`src/rtl/tesync_pkg.sv`:
```
package tesync_pkg;

    localparam int HS_CFG_W = 3;
    localparam int VS_CFG_W = 12;
    localparam int LINE_W   = 11;
    localparam int RUN_W    = VS_CFG_W + 4;

    typedef enum logic [1:0] {
        TE_MODE_OFF  = 2'b00,
        TE_MODE_RSVD = 2'b01,
        TE_MODE_LINE = 2'b10,
        TE_MODE_VS   = 2'b11
    } te_mode_e;

    typedef struct packed {
        logic             done;
        logic [RUN_W-1:0] len;
    } run_meas_t;

    typedef struct packed {
        logic hs;
        logic vs;
    } sync_evt_t;

    function automatic logic [RUN_W-1:0] hs_limit(input logic [HS_CFG_W-1:0] cfg);
        return RUN_W'(cfg) + RUN_W'(1);
    endfunction

    function automatic logic [RUN_W-1:0] vs_limit(input logic [VS_CFG_W-1:0] cfg);
        return (RUN_W'(cfg) + RUN_W'(1)) << 3;
    endfunction

endpackage

```
`src/rtl/tesync_input_sync.sv`:
```
module tesync_input_sync #(
    parameter int STAGES = 2
) (
    input  logic clk,
    input  logic rst,
    input  logic d,
    output logic q
);
    logic [STAGES-1:0] chain;

    generate
        if (STAGES == 1) begin : g_single
            always_ff @(posedge clk) begin
                if (rst) chain <= '0;
                else     chain <= d;
            end
        end else begin : g_multi
            always_ff @(posedge clk) begin
                if (rst) chain <= '0;
                else     chain <= {chain[STAGES-2:0], d};
            end
        end
    endgenerate

    assign q = chain[STAGES-1];

endmodule

```
`src/rtl/tesync_run_meter.sv`:
```
module tesync_run_meter
    import tesync_pkg::*;
(
    input  logic      clk,
    input  logic      rst,
    input  logic      clr,
    input  logic      level,
    output run_meas_t meas
);
    localparam logic [RUN_W-1:0] RUN_MAX = '1;

    logic [RUN_W-1:0] run_q;
    logic             prev_q;

    always_ff @(posedge clk) begin
        if (rst || clr) begin
            run_q  <= '0;
            prev_q <= 1'b0;
            meas   <= '0;
        end else begin
            prev_q <= level;
            if (level) run_q <= (run_q == RUN_MAX) ? run_q : run_q + RUN_W'(1);
            else       run_q <= '0;
            meas.done <= prev_q && !level;
            meas.len  <= run_q;
        end
    end


    nonzero_run_chk: assert property (@(posedge clk) disable iff (rst)
        meas.done |-> (meas.len != '0));


    done_single_chk: assert property (@(posedge clk) disable iff (rst)
        meas.done |=> !meas.done);

endmodule

```
`src/rtl/tesync_classifier.sv`:
```
module tesync_classifier
    import tesync_pkg::*;
(
    input  run_meas_t             hs_meas,
    input  run_meas_t             vs_meas,
    input  logic [HS_CFG_W-1:0]   hs_cfg,
    input  logic [VS_CFG_W-1:0]   vs_cfg,
    output sync_evt_t             evt
);
    logic [RUN_W-1:0] hs_lim;
    logic [RUN_W-1:0] vs_lim;

    always_comb begin
        hs_lim = hs_limit(hs_cfg);
        vs_lim = vs_limit(vs_cfg);
        evt.vs = vs_meas.done && (vs_meas.len >= vs_lim);
        evt.hs = hs_meas.done && (hs_meas.len >= hs_lim)
                 && (hs_meas.len < vs_lim) && !evt.vs;
    end

endmodule

```
`src/rtl/tesync_line_tracker.sv`:
```
module tesync_line_tracker
    import tesync_pkg::*;
(
    input  logic              clk,
    input  logic              rst,
    input  logic              en,
    input  te_mode_e          mode,
    input  logic [LINE_W-1:0] target,
    input  sync_evt_t         evt,
    output logic              match
);
    localparam logic [LINE_W-1:0] LINE_MAX = '1;

    logic [LINE_W-1:0] line_q;
    logic [LINE_W-1:0] line_nx;
    logic              hit;

    always_comb begin
        if (evt.vs)                          line_nx = '0;
        else if (evt.hs && line_q != LINE_MAX) line_nx = line_q + LINE_W'(1);
        else                                 line_nx = line_q;
        unique case (mode)
            TE_MODE_LINE: hit = (evt.hs || evt.vs) && (line_nx == target);
            TE_MODE_VS:   hit = evt.vs;
            default:      hit = 1'b0;
        endcase
    end

    always_ff @(posedge clk) begin
        if (rst || !en) begin
            line_q <= '0;
            match  <= 1'b0;
        end else begin
            line_q <= line_nx;
            match  <= hit;
        end
    end


    vs_clears_line_chk: assert property (@(posedge clk) disable iff (rst)
        evt.vs |=> (line_q == '0));


    hs_advances_line_chk: assert property (@(posedge clk) disable iff (rst)
        (en && evt.hs && !evt.vs && line_q != LINE_MAX) |=> (line_q == $past(line_q) + LINE_W'(1)));


    vs_mode_fires_chk: assert property (@(posedge clk) disable iff (rst)
        (en && mode == TE_MODE_VS && evt.vs) |=> match);


    off_mode_quiet_chk: assert property (@(posedge clk) disable iff (rst)
        (mode == TE_MODE_OFF || mode == TE_MODE_RSVD) |=> !match);


    disabled_quiet_chk: assert property (@(posedge clk) disable iff (rst)
        !en |=> !match);


    match_single_chk: assert property (@(posedge clk) disable iff (rst)
        match |=> !match);

endmodule

```
`src/rtl/tesync_detector.sv`:
```
module tesync_detector
    import tesync_pkg::*;
#(
    parameter int SYNC_STAGES = 2
) (
    input  logic                clk,
    input  logic                rst,
    input  logic                te_en,
    input  logic [1:0]          te_mode,
    input  logic [LINE_W-1:0]   te_line,
    input  logic [HS_CFG_W-1:0] hs_width_cfg,
    input  logic [VS_CFG_W-1:0] vs_width_cfg,
    input  logic                hs_invert,
    input  logic                vs_invert,
    input  logic                te_pin,
    output logic                match_o
);
    logic      pin_s;
    logic [1:0] inv_vec;
    run_meas_t meas [2];
    sync_evt_t evt;

    assign inv_vec = {vs_invert, hs_invert};

    tesync_input_sync #(.STAGES(SYNC_STAGES)) u_sync (
        .clk (clk),
        .rst (rst),
        .d   (te_pin),
        .q   (pin_s)
    );

    // index 0 measures horizontal polarity, index 1 vertical polarity
    generate
        for (genvar g = 0; g < 2; g++) begin : g_meter
            tesync_run_meter u_meter (
                .clk   (clk),
                .rst   (rst),
                .clr   (!te_en),
                .level (pin_s ^ inv_vec[g]),
                .meas  (meas[g])
            );
        end
    endgenerate

    tesync_classifier u_class (
        .hs_meas (meas[0]),
        .vs_meas (meas[1]),
        .hs_cfg  (hs_width_cfg),
        .vs_cfg  (vs_width_cfg),
        .evt     (evt)
    );

    tesync_line_tracker u_track (
        .clk    (clk),
        .rst    (rst),
        .en     (te_en),
        .mode   (te_mode_e'(te_mode)),
        .target (te_line),
        .evt    (evt),
        .match  (match_o)
    );

endmodule

```
`config.mk`:
```
export PLATFORM = sky130hd
export DESIGN_NAME = tesync_detector
export DESIGN_NICKNAME = d
export VERILOG_FILES = /design/src/rtl/tesync_pkg.sv /design/src/rtl/tesync_input_sync.sv /design/src/rtl/tesync_run_meter.sv /design/src/rtl/tesync_classifier.sv /design/src/rtl/tesync_line_tracker.sv /design/src/rtl/tesync_detector.sv
export SDC_FILE = /design/constraint.sdc
export NUM_CORES = 1
export LEC_CHECK = 0
export BUFFER_PORTS_ARGS = -buffer_cell sky130_fd_sc_hd__buf_2
export CORE_MARGIN = 1
export CORE_UTILIZATION = 57
export CTS_BUF_LIST = sky130_fd_sc_hd__clkbuf_8
export DETAILED_ROUTE_END_ITERATION = 10
export PLACE_DENSITY = 0.76
export RECOVER_POWER = 25
export SLEW_MARGIN = 20
export SYNTH_ARGS = -nofsm -noshare
export SYNTH_HDL_FRONTEND = slang
export SYNTH_SLANG_ARGS = --single-unit
```
`constraint.sdc`:
```
create_clock -name clk -period 4.38 [get_ports clk]
set_clock_uncertainty 0.15 [all_clocks]
set_input_delay 1.095 -clock clk [delete_from_list [all_inputs] [get_ports clk]]
set_output_delay 1.095 -clock clk [all_outputs]
set_load 0.005 [all_outputs]
```
Word-level counts from Yosys, hierarchy flattened
Cells that the tools add are included.
{"block": "op_classes", "div": 0, "n_reduce_logical": 16, "n_eq_ne": 6, "bitwise": 4, "muxes": 3, "shifts": 0, "n_mul": 0, "n_addsub": 5, "magnitude_cmp": 3}
{"operator": "16-bit by 1-bit adder with 16-bit output (second input constant)", "n": 2}
{"operator": "16-bit == test (second input constant)", "n": 2}
{"operator": "16-bit >= comparator", "n": 2}
{"operator": "11-bit 2-to-1 mux", "n": 2}
{"operator": "16-bit < comparator", "n": 1}
{"operator": "12-bit by 1-bit adder with 13-bit output (second input constant)", "n": 1}
{"operator": "11-bit by 1-bit adder with 11-bit output (second input constant)", "n": 1}
{"operator": "11-bit == test", "n": 1}
{"operator": "11-bit != test (second input constant)", "n": 1}
{"operator": "1-bit logical AND", "n": 8}
{"operator": "3-bit by 1-bit adder with 4-bit output (second input constant)", "n": 1}
{"operator": "2-bit == test (second input constant)", "n": 2}
{"operator": "1-bit zero test", "n": 4}
{"operator": "2-bit OR reduction", "n": 2}
{"operator": "1-bit logical OR", "n": 2}
{"operator": "1-bit inverter", "n": 2}
{"operator": "1-bit case mux with 2 select lines", "n": 1}
{"operator": "1-bit XOR", "n": 2}
{"block": "totals", "mem_count": 0, "out_inout_bits": 1, "elab_cells": 48, "mem_bits_rw": 0, "latchBits": 0, "register_bits": 82, "mem_bits_ro": 0}

Logic depth before layout (Yosys ltp)
{"block": "depth", "ltp_word": 11, "ltp_mapped": 14, "mapped_depth_nobuf": 14}

Modules after synthesis
A second synthesis with hierarchy kept.
{"block": "unflattened", "hier_cells": 520, "area_unflattened_um2": 4689.5}
{"module": "tesync_run_meter", "seq_area_each_um2": 680.7, "instances": 2, "area_each_um2": 1288.7, "cells_per_inst": 130}
{"module": "tesync_line_tracker", "seq_area_each_um2": 240.2, "instances": 1, "area_each_um2": 1119.8, "cells_per_inst": 142}
{"module": "tesync_classifier", "seq_area_each_um2": 0.0, "instances": 1, "area_each_um2": 918.4, "cells_per_inst": 111}
{"module": "tesync_input_sync", "seq_area_each_um2": 40.0, "instances": 1, "area_each_um2": 52.6, "cells_per_inst": 4}
{"module": "tesync_detector", "seq_area_each_um2": 0.0, "instances": 1, "area_each_um2": 21.3, "cells_per_inst": 3}

Worst setup path after synthesis
No wires, ideal clock.
{"block": "synth_path", "path_kind": "input to register", "from": "in vs_width_cfg[0]", "to": "reg u_track.match", "n_path_buf": 0, "stages": 13, "t_arrival_ns": 3.942, "setup_time_ns": 0.075, "path_slack_ns": 0.213, "t_required_ns": 4.155, "cell_sequence": "ha_1 -> xnor2_1 -> ha_1 -> o21a_1 -> o2111ai_1 -> o21ai_0 -> a31oi_4 -> o21ai_2 -> or4_4 -> a2111oi_4 -> o2111ai_1 -> a211o_1 -> a22oi_2"}
{"block": "synth_via", "elab_chain_cells": 11, "word_cells_on_any_way": 14}
{"item": "start, declared", "line": "tesync_detector.sv:12", "text": "input logic [VS_CFG_W-1:0] vs_width_cfg,"}
{"item": "12-bit by 1-bit adder with 13-bit output *", "line": "tesync_pkg.sv:30", "text": "return (RUN_W'(cfg) + RUN_W'(1)) << 3;"}
{"item": "16-bit >= comparator", "line": "tesync_classifier.sv:16", "text": "evt.vs = vs_meas.done && (vs_meas.len >= vs_lim);"}
{"item": "1-bit logical AND", "line": "tesync_classifier.sv:16"}
{"item": "1-bit zero test", "line": "tesync_classifier.sv:18", "text": "&& (hs_meas.len < vs_lim) && !evt.vs;"}
{"item": "1-bit logical AND", "line": "tesync_classifier.sv:18"}
{"item": "1-bit logical AND", "line": "tesync_line_tracker.sv:20", "text": "else if (evt.hs && line_q != LINE_MAX) line_nx = line_q + LINE_W'(1);"}
{"item": "11-bit 2-to-1 mux", "line": "tesync_line_tracker.sv:20"}
{"item": "11-bit 2-to-1 mux", "line": "tesync_line_tracker.sv:19", "text": "if (evt.vs) line_nx = '0;"}
{"item": "11-bit == test", "line": "tesync_line_tracker.sv:23", "text": "TE_MODE_LINE: hit = (evt.hs || evt.vs) && (line_nx == target);"}
{"item": "1-bit logical AND", "line": "tesync_line_tracker.sv:23"}
{"item": "1-bit case mux with 2 select lines *", "line": "tesync_line_tracker.sv:22", "text": "unique case (mode)"}
{"item": "end signal, assigned", "line": "tesync_line_tracker.sv:35", "text": "match <= hit;"}
{"item": "end, declared", "line": "tesync_line_tracker.sv:10", "text": "output logic match"}
Mark *: on every way between the ends. The rest lies on a longest branch, timed or not.
A chain may end at the register's enable or synchronous reset.

Worst setup path in the final report
Same ends and word-level chain as after synthesis.

==> impl_metrics.tcl <==
set metrics [dict create \
    ff2ff_path_depth 11 \
    dr_total_vias 3720 \
    synth_top_area_cell "dfxtp_1" \
    worst-path-buf-inv 1 \
    num_io_pins 35 \
    ys.flop_type "dfxtp_1" \
    coreArea_mm2 0.00737 \
    die_w_um 89.9 \
    start_util_pct 59.7 \
    cts.sinks 82 \
    port_buffers 34 \
    hp-start "u_sync.chain[0]" \
    grt_remaining_overflow 0 \
    slew_viol_final 0 \
    period_needed_ns 4.16 \
    cts_max_level 3 \
    cap_violations 0 \
    via_per_inst 5.72 \
    cp_cell_sequence "buf_2 > ha_1 > nand3_1 > xor2_1 > ha_1 > and3_1 > o221ai_1 > a21oi_1 > a211o_1 > and4_4 > or4_4 > a2111oi_4 > o2111ai_1 > a211o_1 > a22oi_2" \
    hold_ws_ns 0.307 \
    cp.depth 15 \
    worst_pin_slew_ns 1.28 \
    hold_buffers 0 \
    nets 611 \
    synth-edff-count 0 \
    cpPeakStageDelay_ns 0.53 \
    worstSetupStartpoint "vs_width_cfg[0]" \
    fillers 614 \
    cp_top_family "compound AO/OA/AOI/OAI gates" \
    die_y_um 89.9 \
    dp_hpwl_um 7530 \
    drt_iter0_drc 186 \
    post-cts-setup-buffers 0 \
    grt_first_pass_wirelength_um 16300 \
    synth_area_mm2 0.00440 \
    layout.cells.non_filler 650 \
    yosysSeqAreaShare_pct 37.3 \
    syn_to_final_growth_pct 13.8 \
    relSlewSlack_pct 14.6 \
    crit_slowest_cell "or4_4" \
    synth_area_per_cell_um2 8.98 \
    routedWlPerCell_um 15.1 \
    ys_top_cells_by_area "dfxtp_1 37%, ha_1 8.8%, and2_1 4.8%" \
    place_ws_ns -0.110 \
    dieArea_mm2 0.00808 \
    ir_worst_vdd_uv 227 \
    grt_max_degree 22 \
    dr.pass1.iters 5 \
    synth_cell_type_count 60 \
    max_freq_mhz 240 \
    antenna_found_initial 0 \
    fin_crit_sh_pct 95.0 \
    pwr_density_cell_mw_per_mm2 268 \
    hold_path_depth 1 \
    synth.top_cell.area_share_pct 37.3 \
    synth_nets 555 \
    cts_buffer_depth 2 \
    clkTransAtPathRegs_ns 0.09 \
    placed_cells 634 \
    clkLatencyLatePin_ns 0.35 \
    r2r_start "u_track.line_q[0]" \
    hold_viol_final 0 \
    routed_wirelength_um 9850 \
    status "finished clean" \
    async_flop_share_pct 0 \
    ys_warn_count 0 \
    p_leak_nw 2.04 \
    end_kind "register" \
    hold_class "register to register" \
    layout-drive-gt1-share_pct 16.3 \
    antenna_left 0 \
    antenna_cells 0 \
    cts-root-buf "clkbuf_8" \
    drc_errors 0 \
    crit_type "input port to register" \
    syn_inst 490 \
    start_kind "input port" \
    setup_viol 0 \
    worst_slack_ns 0.218 \
    gp_congestion 0.901 \
    crit_required_ns 4.51 \
    grt_pass1_vias 3445 \
    synth_seq_cells 82 \
    crit_fanout 4 \
    cts_buffers 9 \
    cts_tree "yes" \
    track_usage_pct 24.7 \
    crit_arrival_ns 4.29 \
    row_count 31 \
    rsz0062_at_grt "no" \
]
==> registers in the layout, indices dropped and copies added (netlist names) <==
| name | count |
|---|---|
| u_track.line_q | 11 |
| g_meter.u_meter.meas | 34 |
| g_meter.u_meter.prev_q | 2 |
| u_sync.chain | 2 |
| u_track.match | 1 |
| g_meter.u_meter.run_q | 32 |
==> worst register-to-register path, stage by stage (launching register included) <==
cell and delay (ns):
dfxtp_1 0.38, ha_1 0.31, and4_1 0.25, nand4_1 0.18
nand4_1 0.31, nand2b_1 0.20, o21ai_0 0.13, or4_4 0.45
a2111oi_4 0.30, o2111ai_1 0.16, a211o_1 0.26, a22oi_2 0.18
==> repair_timing <==
| item | CTS | global route |
|---|---|---|
| setup endpoints to repair | 0 | 1 |
| hold endpoints to repair | 0 | 0 |
| gates resized for setup | 0 | 1 |
==> synth_stat cells, types with 2 or more instances <==
library cell  instances
xnor2_1              22
ha_1                 31
a41oi_1               2
nor3_1                8
nand2b_1              8
a21oi_1               9
o211ai_1              7
nor4_1                4
clkbuf_1             14
inv_1                15
nand4_1              14
nand4_2               2
and2_1               34
nor3b_1               3
and4_1                5
dfxtp_1              82
nand3_1              26
a211o_1               5
o21ai_0              15
nor4b_1               4
nand2_1              28
or4_1                 2
a22oi_1               2
a31oi_1               3
nor2_1               56
a211oi_1              3
xor2_1               23
o2111ai_1             5
and3_1               10
mux2_2                2
nor2b_1               9
or3_1                 3
mux2i_1               4
a21o_1                4
==> logic make-up (layout without fill, tap and decap cells) <==
kind of cell,Yosys count,after routing,synth area share [%]
buffers and inverters,29,90,2.47
adders and majority gates,31,31,8.81
and+or+nand+nor,225,225,28.1
AOI/OAI and AO/OA,71,71,12.4
DFF,82,82,37.3
muxes,6,6,1.42
xor gates and xnor gates,46,46,9.47
==> cell usage in the layout, fill, tap and decap left out, types with 7 or more instances in the layout <==
| cell | netlist | final |
|---|---|---|
| xor2_1 | 23 | 23 |
| nand3_1 | 26 | 26 |
| nor3_1 | 8 | 8 |
| o21ai_0 | 15 | 15 |
| and3_1 | 10 | 10 |
| nand2_1 | 28 | 28 |
| o211ai_1 | 7 | 7 |
| inv_1 | 15 | 15 |
| dfxtp_1 | 82 | 82 |
| clkbuf_8 | 0 | 9 |
| nor2_1 | 56 | 55 |
| nand4_1 | 14 | 14 |
| xnor2_1 | 22 | 22 |
| buf_2 | 0 | 32 |
| a21oi_1 | 9 | 9 |
| ha_1 | 31 | 31 |
| buf_4 | 0 | 25 |
| and2_0 | 1 | 11 |
| nand2b_1 | 8 | 8 |
| nor2b_1 | 9 | 9 |
| and2_1 | 34 | 24 |
==> cell type report <==
| class | instances | area, µm² | share of cell area [%] |
|---|---|---|---|
| clock buffers | 9 | 124 | 2.47 |
| clock inverters | 7 | 55.1 | 1.10 |
| inverters | 15 | 56.3 | 1.12 |
| multi-input cells | 379 | 2650 | 53.0 |
| flip-flops and latches | 82 | 1640 | 32.8 |
| well taps | 99 | 124 | 2.47 |
| repair buffers | 59 | 355 | 7.09 |
==> worst paths after layout <==
path                     endpoint  slack (ns)
hold reg to reg   u_sync.chain[1]        0.31
setup / recovery    u_track.match        0.22
setup reg to reg    u_track.match        1.04
hold / removal    u_sync.chain[1]        0.31
==> power breakdown <==
part | total (mW) | switching [mW] | internal, mW | leakage, nW
logic | 0.107 | 0.0592 | 0.0475 | 1.29
clock network | 0.486 | 0.277 | 0.209 | 0.0858
registers | 0.751 | 0.00221 | 0.748 | 0.661
==> metrics by stage <==
stage / power (mW) / TNS [ns] / instance area [µm²] / util, %
2_1_floorplan: 0.823 / 0 / 4400 / -
3_3_place_gp: 0.870 / 0 / 4830 / 65.6
3_5_place_dp: 0.873 / -0.110 / 4830 / 65.6
4_1_cts: 1.35 / 0 / 5010 / 68.0
5_1_grt: 1.41 / 0 / 5010 / 68.0
6_report: 1.34 / 0 / 5010 / 68.0
==> layer usage <==
metal | wire length (µm) | global-route usage [%]
met2 | 4330 | 38.6
met5 | 0 | 0
met4 | 133 | 7.39
met3 | 577 | 4.74
met1 | 4810 | 34.6
Power figures use the tool's default switching activity.
